[config.mk]
export PLATFORM = sky130hd
export DESIGN_NAME = mbox_top
export DESIGN_NICKNAME = d
export VERILOG_FILES = /design/src/rtl/mbox_pkg.sv /design/src/rtl/mbox_fifo.sv /design/src/rtl/mbox_irq_bank.sv /design/src/rtl/mbox_top.sv
export SDC_FILE = /design/constraint.sdc
export NUM_CORES = 1
export LEC_CHECK = 0
export BUFFER_PORTS_ARGS = -buffer_cell sky130_fd_sc_hd__clkbuf_2
export CAP_MARGIN = 20
export CORE_MARGIN = 10
export CORE_UTILIZATION = 38
export CTS_BUF_LIST = sky130_fd_sc_hd__clkbuf_4 sky130_fd_sc_hd__clkbuf_8
export CTS_CLUSTER_SIZE = 25
export DETAILED_ROUTE_END_ITERATION = 8
export SYNTH_ARGS = -nofsm -noshare
export SYNTH_HDL_FRONTEND = slang
export SYNTH_SLANG_ARGS = --single-unit
[constraint.sdc]
create_clock -name clk -period 2.8 [get_ports clk]
set_clock_uncertainty 0.15 [all_clocks]
set_input_delay 0.28 -clock clk [delete_from_list [all_inputs] [get_ports clk]]
set_output_delay 0.28 -clock clk [all_outputs]
set_load 0.05 [all_outputs]
[src/rtl/mbox_pkg.sv]
package mbox_pkg;

  localparam int MBOX_DW = 32;
  localparam int REV_OFS = 'h000;

  typedef enum logic {
    LAYOUT_RMW    = 1'b0,
    LAYOUT_SETCLR = 1'b1
  } irq_layout_e;

  function automatic int msg_ofs(input int m);
    return 'h040 + 4 * m;
  endfunction

  function automatic int full_ofs(input int m);
    return 'h080 + 4 * m;
  endfunction

  function automatic int cnt_ofs(input int m);
    return 'h0C0 + 4 * m;
  endfunction

  function automatic int stat_ofs(input irq_layout_e l, input int u);
    return (l == LAYOUT_SETCLR) ? ('h104 + 'h10 * u) : ('h100 + 8 * u);
  endfunction

  function automatic int en_ofs(input irq_layout_e l, input int u);
    return (l == LAYOUT_SETCLR) ? ('h108 + 'h10 * u) : ('h104 + 8 * u);
  endfunction

  function automatic int clr_ofs(input int u);
    return 'h10C + 'h10 * u;
  endfunction

endpackage

[src/rtl/mbox_fifo.sv]
module mbox_fifo #(
  parameter int DW    = 32,
  parameter int DEPTH = 4,
  localparam int PW   = (DEPTH > 1) ? $clog2(DEPTH) : 1,
  localparam int CW   = $clog2(DEPTH + 1)
) (
  input  logic          clk,
  input  logic          rst_n,
  input  logic          push_req,
  input  logic [DW-1:0] push_data,
  input  logic          pop_req,
  output logic [DW-1:0] head_data,
  output logic          is_full,
  output logic [CW-1:0] count_q,
  output logic [CW-1:0] count_nxt,
  output logic          push_ok,
  output logic          pop_ok
);

  logic [DW-1:0] mem_q [DEPTH];
  logic [PW-1:0] wr_ptr_q, wr_ptr_nxt;
  logic [PW-1:0] rd_ptr_q, rd_ptr_nxt;
  logic          ptr_en;

  function automatic logic [PW-1:0] ptr_inc(input logic [PW-1:0] p);
    return (p == PW'(DEPTH - 1)) ? '0 : p + PW'(1);
  endfunction

  always_comb begin
    is_full   = (count_q == CW'(DEPTH));
    push_ok   = push_req && !is_full;
    pop_ok    = pop_req && (count_q != '0);
    ptr_en    = push_ok || pop_ok;
    wr_ptr_nxt = push_ok ? ptr_inc(wr_ptr_q) : wr_ptr_q;
    rd_ptr_nxt = pop_ok  ? ptr_inc(rd_ptr_q) : rd_ptr_q;
    unique case ({push_ok, pop_ok})
      2'b10:   count_nxt = count_q + CW'(1);
      2'b01:   count_nxt = count_q - CW'(1);
      default: count_nxt = count_q;
    endcase
    head_data = (count_q == '0) ? '0 : mem_q[rd_ptr_q];
  end

  always_ff @(posedge clk or negedge rst_n) begin
    if (!rst_n) begin
      wr_ptr_q <= '0;
      rd_ptr_q <= '0;
      count_q  <= '0;
    end else if (ptr_en) begin
      wr_ptr_q <= wr_ptr_nxt;
      rd_ptr_q <= rd_ptr_nxt;
      count_q  <= count_nxt;
    end
  end

  always_ff @(posedge clk) begin
    if (push_ok) begin
      mem_q[wr_ptr_q] <= push_data;
    end
  end

endmodule

[src/rtl/mbox_irq_bank.sv]
module mbox_irq_bank #(
  parameter int NB = 16
) (
  input  logic          clk,
  input  logic          rst_n,
  input  logic [NB-1:0] ev,
  input  logic          st_ack_wr,
  input  logic          en_load,
  input  logic          en_set,
  input  logic          en_clr,
  input  logic [NB-1:0] wbits,
  output logic [NB-1:0] st_q,
  output logic [NB-1:0] en_q,
  output logic          irq
);

  logic [NB-1:0] st_nxt, en_nxt;
  logic          st_upd, en_upd;

  always_comb begin
    st_upd = st_ack_wr || (|ev);
    st_nxt = (st_q & ~(st_ack_wr ? wbits : '0)) | ev;
    en_upd = en_load || en_set || en_clr;
    if (en_load) begin
      en_nxt = wbits;
    end else begin
      en_nxt = (en_q | (en_set ? wbits : '0)) & ~(en_clr ? wbits : '0);
    end
    irq = |(st_q & en_q);
  end

  always_ff @(posedge clk or negedge rst_n) begin
    if (!rst_n) begin
      st_q <= '0;
    end else if (st_upd) begin
      st_q <= st_nxt;
    end
  end

  always_ff @(posedge clk or negedge rst_n) begin
    if (!rst_n) begin
      en_q <= '0;
    end else if (en_upd) begin
      en_q <= en_nxt;
    end
  end

endmodule

[src/rtl/mbox_top.sv]
module mbox_top
  import mbox_pkg::*;
#(
  parameter int          NUM_USERS = 4,
  parameter int          NUM_FIFOS = 8,
  parameter int          DEPTH     = 4,
  parameter int          ADDR_W    = 9,
  parameter irq_layout_e LAYOUT    = LAYOUT_SETCLR,
  parameter logic [31:0] REV_ID    = 32'h0000_0200
) (
  input  logic                 clk,
  input  logic                 rst_n,
  input  logic [ADDR_W-1:0]    bus_addr,
  input  logic [31:0]          bus_wdata,
  input  logic                 bus_wr,
  input  logic                 bus_rd,
  output logic [31:0]          bus_rdata,
  output logic [NUM_USERS-1:0] irq_o
);

  localparam int NB    = 2 * NUM_FIFOS;
  localparam int CW    = $clog2(DEPTH + 1);
  localparam bit IS_SC = (LAYOUT == LAYOUT_SETCLR);

  logic [NUM_FIFOS-1:0]              push_req, pop_req, push_ok, pop_ok, fifo_full;
  logic [NUM_FIFOS-1:0][CW-1:0]      fifo_cnt, fifo_cnt_nxt;
  logic [NUM_FIFOS-1:0][MBOX_DW-1:0] fifo_head;
  logic [NB-1:0]                     irq_ev;
  logic [NB-1:0]                     wbits;
  logic [NUM_USERS-1:0][NB-1:0]      st_q, en_q;
  logic [NUM_USERS-1:0]              st_wr, en_load, en_set, en_clr;
  logic [31:0]                       rd_val;

  assign wbits = bus_wdata[NB-1:0];

  for (genvar m = 0; m < NUM_FIFOS; m++) begin : g_fifo
    assign push_req[m] = bus_wr && (bus_addr == ADDR_W'(msg_ofs(m)));
    assign pop_req[m]  = bus_rd && (bus_addr == ADDR_W'(msg_ofs(m)));

    mbox_fifo #(
      .DW    (MBOX_DW),
      .DEPTH (DEPTH)
    ) u_fifo (
      .clk       (clk),
      .rst_n     (rst_n),
      .push_req  (push_req[m]),
      .push_data (bus_wdata),
      .pop_req   (pop_req[m]),
      .head_data (fifo_head[m]),
      .is_full   (fifo_full[m]),
      .count_q   (fifo_cnt[m]),
      .count_nxt (fifo_cnt_nxt[m]),
      .push_ok   (push_ok[m]),
      .pop_ok    (pop_ok[m])
    );

    // new-message event is a level while the queue stays occupied
    assign irq_ev[2*m]   = (fifo_cnt_nxt[m] != '0);
    assign irq_ev[2*m+1] = fifo_full[m] && pop_ok[m];
  end

  for (genvar u = 0; u < NUM_USERS; u++) begin : g_user
    assign st_wr[u] = bus_wr && (bus_addr == ADDR_W'(stat_ofs(LAYOUT, u)));

    if (IS_SC) begin : g_sc
      assign en_load[u] = 1'b0;
      assign en_set[u]  = bus_wr && (bus_addr == ADDR_W'(en_ofs(LAYOUT, u)));
      assign en_clr[u]  = bus_wr && (bus_addr == ADDR_W'(clr_ofs(u)));
    end else begin : g_rmw
      assign en_load[u] = bus_wr && (bus_addr == ADDR_W'(en_ofs(LAYOUT, u)));
      assign en_set[u]  = 1'b0;
      assign en_clr[u]  = 1'b0;
    end

    mbox_irq_bank #(
      .NB (NB)
    ) u_bank (
      .clk       (clk),
      .rst_n     (rst_n),
      .ev        (irq_ev),
      .st_ack_wr (st_wr[u]),
      .en_load   (en_load[u]),
      .en_set    (en_set[u]),
      .en_clr    (en_clr[u]),
      .wbits     (wbits),
      .st_q      (st_q[u]),
      .en_q      (en_q[u]),
      .irq       (irq_o[u])
    );
  end

  always_comb begin
    rd_val = '0;
    if (bus_addr == ADDR_W'(REV_OFS)) begin
      rd_val = REV_ID;
    end
    for (int i = 0; i < NUM_FIFOS; i++) begin
      if (bus_addr == ADDR_W'(msg_ofs(i)))  rd_val = fifo_head[i];
      if (bus_addr == ADDR_W'(full_ofs(i))) rd_val = 32'(fifo_full[i]);
      if (bus_addr == ADDR_W'(cnt_ofs(i)))  rd_val = 32'(fifo_cnt[i]);
    end
    for (int i = 0; i < NUM_USERS; i++) begin
      if (bus_addr == ADDR_W'(stat_ofs(LAYOUT, i))) rd_val = 32'(st_q[i]);
      if (bus_addr == ADDR_W'(en_ofs(LAYOUT, i)))   rd_val = 32'(en_q[i]);
      if (IS_SC && (bus_addr == ADDR_W'(clr_ofs(i)))) rd_val = 32'(en_q[i]);
    end
    bus_rdata = bus_rd ? rd_val : '0;
  end

endmodule

==> impl_metrics.yaml, run 1 <==
placement:
  place_inst: 5031
  hpwl_mm: 97.4
  port_buffers: 80
  place_area_mm2: 0.0574
  finalWeightedCongestion: 0.973
floorplanning:
  die_h_um: 382
  std_cell_rows: 132
  fp.dieW_um: 382
  ioPinCount: 81
  initial_core_util: 0.383
  dieArea_mm2: 0.146
  core_area_mm2: 0.130
clocking:
  cts_tree: "yes"
  cts_buffers: 187
  clockBufferDepth: 3
  htreeDepth: 4
  worstSkewPairLatency_ns: 0.91
  clock-sinks: 1208
  cts-root-buf: "clkbuf_8"
  clk_pin_slew_ns: 0.07
worst_setup_path:
  cp.arrival_ns: 3.43
  crit_required_ns: 2.37
  worstSetupPathType: "reg2out"
  crit_path_max_fanout: 4
  cp-start-kind: "flop"
  reg2reg_depth: 15
  end_kind: "output pin"
yosys:
  synth_compound_area_frac: 0.0785
  synth_top_area_frac: 0.619
  synth_area_per_cell_um2: 17.3
  yosys.area_share.simple: 0.0484
  synth-xor-area-share: 0.00564
  synth_nets: 2977
  synth-async-reset-ratio: 0.152
  synth_top_cell_by_area: "edfxtp_1"
  synth.distinct_cells: 75
  ys_seq_area_frac: 0.712
  ys_seq_elements: 1208
  syn_area_mm2: 0.0497
  ys.flop_type: "edfxtp_1"
  synth_fa_ha_area_frac: 0.0173
  synth_edf_count: 1024
  yosysWarnings: 0
  synth_top_family_by_area: "multiplexers"
  muxShareOfSynthArea: 0.120
  ys_top_cells_by_area: "edfxtp_1 (62%), mux4_2 (12%), dfrtp_1 (9.3%)"
  syn-instance-count: 2868
finish:
  drive_gt1_frac: 0.417
  area_delta_synth_final_pct: 29.0
  fin_util: 0.494
  fin_nets: 3735
  fin_area_mm2: 0.0641
  nFillCells: 10800
  instances_no_fill: 5528
sta:
  rsz0062_at_grt: "yes"
  max_freq_mhz: 259
  setup_violations: 33
  worst_pin_slew_ns: 1.07
  period_share: 1.38
  fin_ws_ns: -1.06
  final_max_slew_viol_count: 0
  period_minus_slack_ns: 3.86
  relSlewSlack: 0.289
  finalHoldViolCount: 0
global_routing:
  grt_max_degree: 56
  met1_usage: 0.265
  use_met2: 0.313
  overflow: 0
  grt_pass1_wl_mm: 212
  busiest_layer: "met2"
  grt_pass1_vias: 30900
  grt_antenna_before_repair: 5
  grt_usage: 0.195
  gr-usage-met3: 0.0341
detailed_routing:
  drt_iter0_drc: 2925
  vias: 30700
  dr.pass1.iters: 6
  wl_mm: 144
  wl_per_cell_um: 26.1
  ant_nets: 0
  drc: 0
  via_per_inst: 5.54
run_status:
  status: "finished, violations left"
  violations: "negative setup slack"
min_path:
  min_path_cells: 6
  hold_path.class: "in2reg"
pwr:
  leakagePower_uw: 0.0223
  p_per_area_mw_per_mm2: 560
  peakVddDrop_v: 0.000438
job:
  max-cap-violations: 0
layer usage:
metal,wire (µm),vias up,share of wire
met5,28,-,0.00019
met4,4790,4,0.033
met3,9310,260,0.065
met2,69300,1275,0.48
met1,60600,16000,0.42
li1,-,13100,-
power by group:
| part | internal (µW) | leakage (µW) | switching [µW] | total [µW] |
|---|---|---|---|---|
| Clock | 7810 | 0.00199 | 6970 | 14800 |
| Sequential | 19600 | 0.0115 | 43.1 | 19600 |
| Combinational | 627 | 0.00880 | 901 | 1530 |
synth_stat cells, types with 15 or more instances:
library cell	n
a21o_1	65
a21oi_1	221
a221oi_1	33
a22o_1	48
a22oi_1	54
a31oi_1	27
and2_1	41
buf_2	48
clkbuf_1	97
dfrtp_1	184
edfxtp_1	1024
ha_1	56
inv_1	61
mux4_2	256
nand2_1	186
nand3_1	21
nand4_1	15
nor2_1	82
nor3_1	47
o21ai_0	39
xnor2_1	18
repair_timing:
item                                   in CTS  in global routing
endpoints found under the hold margin    1047                  0
gates resized for setup                   252                 95
buffers inserted                           69                 50
pin swaps                                  78                 88
hold buffers                               38                  0
gates cloned                                1                  2
setup endpoints to repair                  68                 67
path summary, 6_finish.rpt:
| check | start | end | slack [ns] |
|---|---|---|---|
| worst max-delay path | g_fifo[0].u_fifo.rd_ptr_q[0] | bus_rdata[12] | -1.06 |
| min in group asynchronous | rst_n | g_user[1].u_bank.en_q[0] | 0.45 |
| worst min register to register | g_user[1].u_bank.st_q[14] | g_user[1].u_bank.st_q[14] | 0.33 |
| worst max register to register | g_fifo[5].u_fifo.count_q[0] | g_user[2].u_bank.st_q[10] | 0.01 |
| worst min-delay path | bus_addr[2] | g_user[1].u_bank.en_q[11] | 0.16 |
| max in group asynchronous | rst_n | g_user[1].u_bank.st_q[0] | 1.68 |
sequential cells by signal, summed over array words and instances (netlist names):
register                cells
g_fifo.u_fifo.wr_ptr_q     16
g_fifo.u_fifo.mem_q      1024
g_fifo.u_fifo.count_q      24
g_user.u_bank.en_q         64
g_fifo.u_fifo.rd_ptr_q     16
g_user.u_bank.st_q         64
critical path: stages (launching register included):
cell	delay (ns)
dfrtp_2	0.44
buf_12	0.12
mux4_2	0.51
a22o_4	0.29
o41ai_4	0.47
nand4_1	0.21
a21oi_2	0.27
o41ai_4	0.11
buf_12	0.16
final cells by class:
| class | instances | area (µm²) | area share |
|---|---|---|---|
| Sequential cell | 1208 | 35400 | 0.552 |
| Multi-Input combinational cell | 1436 | 15300 | 0.238 |
| Timing Repair Buffer | 731 | 7240 | 0.113 |
| Clock buffer | 262 | 3200 | 0.0499 |
| Tap cell | 1742 | 2180 | 0.0340 |
| Clock inverter | 83 | 552 | 0.00861 |
| Inverter | 62 | 240 | 0.00375 |
| Antenna cell | 4 | 10.0 | 0.000156 |
metrics by stage:
step           hold WS [ns]  TNS, ns  setup WS, ns  total power [µW]
3_3_place_gp          0.197   -41.57         -1.03             21300
6_report              0.159   -28.12         -1.06             35900
2_1_floorplan        -0.166   -13.42        -0.493             20500
4_1_cts              0.0474   -31.08         -1.16             36200
5_1_grt               0.135   -33.44         -1.17             37200
3_5_place_dp          0.202   -40.17         -1.07             21300
kinds of logic after synthesis:
family / after synthesis
multiplexers: 272
adder cells (fa/ha/maj): 64
AND/OR/NAND/NOR: 477
XOR/XNOR: 32
flip-flops: 1208
buffers and inverters: 224
AO/OA/AOI/OAI: 591
layout by cell type, fill, tap and decap left out, types with 35 or more instances in the layout:
master	netlist	routed
buf_4	6	469
clkbuf_4	0	66
clkinv_1	1	42
buf_6	2	51
a21o_1	65	65
inv_1	61	44
nor2_1	82	79
dfrtp_1	184	170
mux4_2	256	256
a22oi_2	0	35
buf_12	0	112
ha_1	56	49
clkbuf_8	0	200
dlygate4sd3_1	0	37
clkbuf_2	0	43
edfxtp_1	1024	1024
o21ai_0	39	37
a21oi_1	221	177
nand2_1	186	175
a22o_1	48	43
Power figures use the tool's default switching activity.
==> run 2, diff against run 1 <==
- CTS_CLUSTER_DIAMETER: default -> 50
- PLACE_DENSITY: default -> 0.64
==> run 2 against run 1 <==
- the run still ends with negative setup slack left
- utilization is 0.99 points lower
- cell count is 2.7% lower
- sequential power hardly changed
- clock power is 14% lower
- via count is 1.6% lower
- setup slack worse by 0.013 ns
- critical path depth is 3 higher
- die area stayed put
- register-to-register slack better by 0.10 ns
- combinational power hardly changed
- fmax is 0.33% lower
- first-iteration DRC count is 14% higher
- largest cell class unchanged
- largest power group unchanged
==> impl_metrics.yaml, run 2 (synthesis gave the netlist of run 1 again) <==
run_status:
  status: "finished, violations left"
  violations: "negative setup slack"
worst_setup_path:
  r2r_start: "g_fifo[5].u_fifo.count_q[0]"
  cp.arrival_ns: 3.44
  rrSetupSlack_ns: 0.11
  reg2reg_depth: 14
  worstSetupPathType: "reg2out"
  reg2reg_to: "g_user[2].u_bank.st_q[10]"
  crit_required_ns: 2.37
  cp-start-kind: "flop"
  crit_path_max_fanout: 5
  end_kind: "output pin"
finish:
  drive_gt1_frac: 0.402
  area_delta_synth_final_pct: 26.4
  regMostFlops: "g_fifo.u_fifo.mem_q"
  instances_no_fill: 5381
  fin_nets: 3644
  final_common_cell: "edfxtp_1"
  fin_area_mm2: 0.0628
  largest_reg_flops: 1024
  top_regs: "g_fifo.u_fifo.mem_q: 1024 flops, g_user.u_bank.en_q: 64 flops, g_user.u_bank.st_q: 64 flops"
  final_cell_mix: "edfxtp_1 (1024), buf_4 (472), mux4_2 (256), nand2_1 (180), a21oi_1 (179)"
detailed_routing:
  drt_iter0_drc: 3328
  dr.pass1.iters: 6
  wl_mm: 143
  drc: 0
  vias: 30200
  via_per_inst: 5.61
  wl_per_cell_um: 26.6
  ant_nets: 0
floorplanning:
  ioPinCount: 81
  std_cell_rows: 132
  fp.dieW_um: 382
  core_area_mm2: 0.130
  die_h_um: 382
  initial_core_util: 0.383
  dieArea_mm2: 0.146
sta:
  max_freq_mhz: 259
  final_max_slew_viol_count: 0
  finalHoldViolCount: 0
  fin_ws_ns: -1.07
  period_share: 1.38
  period_minus_slack_ns: 3.87
  worst_pin_slew_ns: 0.950
  relSlewSlack: 0.367
  hold_ws_ns: 0.0490
  rsz0062_at_grt: "yes"
  setup_violations: 33
clocking:
  cts_tree: "yes"
  clockBufferDepth: 3
  clock-sinks: 1208
  cts_buffers: 114
  htreeDepth: 3
  clk_pin_slew_ns: 0.09
  cts-root-buf: "clkbuf_8"
  worstSkewPairLatency_ns: 0.82
min_path:
  min_path_cells: 2
  hp-start: "bus_wdata[13]"
  hold_path.class: "in2reg"
  hold_end: "g_user[0].u_bank.en_q[13]"
pwr:
  peakVddDrop_v: 0.000427
  p_per_area_mw_per_mm2: 538
  total_power_uw: 33800
  leakagePower_uw: 0.0216
global_routing:
  grt_usage: 0.194
  grt_max_degree: 68
  grt_pass1_vias: 30200
  grt_antenna_before_repair: 4
  overflow: 0
  grt_pass1_wl_mm: 212
placement:
  dp_slack_ns: -0.645
  finalWeightedCongestion: 0.943
  place_area_mm2: 0.0575
  port_buffers: 80
  place_inst: 5048
  hpwl_mm: 98.4
job:
  max-cap-violations: 0
-- run 2: layout make-up --
class,instances,area (µm²)
fillers,10700,66900
flip-flops and latches,1208,35400
multi-input cells,1436,15100
repair buffers,713,6940
well taps,1742,2180
clock buffers,119,1630
clock inverters,99,1280
inverters,62,243
diodes,2,5.00
-- run 2: report_power, final --
group / switching, µW / internal, µW
clock network: 7360 / 5350
logic: 905 / 599
registers: 44.9 / 19500
-- run 2: worst max-delay path by stage --
stage	cells past startpoint	slack, ns	end	startpoint
finish	11	-1.07	bus_rdata[1]	g_fifo[0].u_fifo.rd_ptr_q[0]
global route	10	-1.20	bus_rdata[10]	g_fifo[1].u_fifo.rd_ptr_q[0]
CTS	9	-1.12	bus_rdata[12]	g_fifo[0].u_fifo.rd_ptr_q[0]
detailed placement	12	-0.65	g_user[3].u_bank.st_q[4]	bus_addr[1]
global placement	13	-0.61	bus_rdata[8]	bus_addr[1]
floorplan	16	-0.49	g_user[1].u_bank.st_q[6]	bus_addr[1]
-- run 2: worst max-delay path: stages (launching register included) --
cell,delay [ns]
dfrtp_2,0.47
buf_4,0.16
buf_6,0.11
buf_6,0.11
mux4_2,0.38
nand4_1,0.11
a21oi_2,0.19
o31ai_2,0.10
o211ai_1,0.16
a31oi_2,0.20
o41ai_4,0.44
buf_12,0.20
-- run 2: metrics by stage --
stage                     TNS (ns)   util
after floorplan             -13.42      -
after global placement      -29.59  0.444
after detailed placement    -33.46  0.444
after CTS                   -30.65  0.478
after global routing        -32.73  0.484
final                       -28.13  0.484
-- run 2: repair_timing --
action                                  4_1_cts  5_1_grt
resized for setup                           168      119
pin swaps                                    51       78
endpoints found under the hold margin       982        0
buffers inserted                             47       50
hold buffers                                 31        0
cloned                                        0        1
endpoints found under the setup margin       43       65
-- run 2: per-layer routing --
| layer | part of all wire | GRT usage |
|---|---|---|
| met1 | 0.42 | 0.270 |
| met2 | 0.48 | 0.313 |
| met3 | 0.068 | 0.0315 |
| met4 | 0.033 | 0.0542 |
| met5 | 0.00024 | 0 |
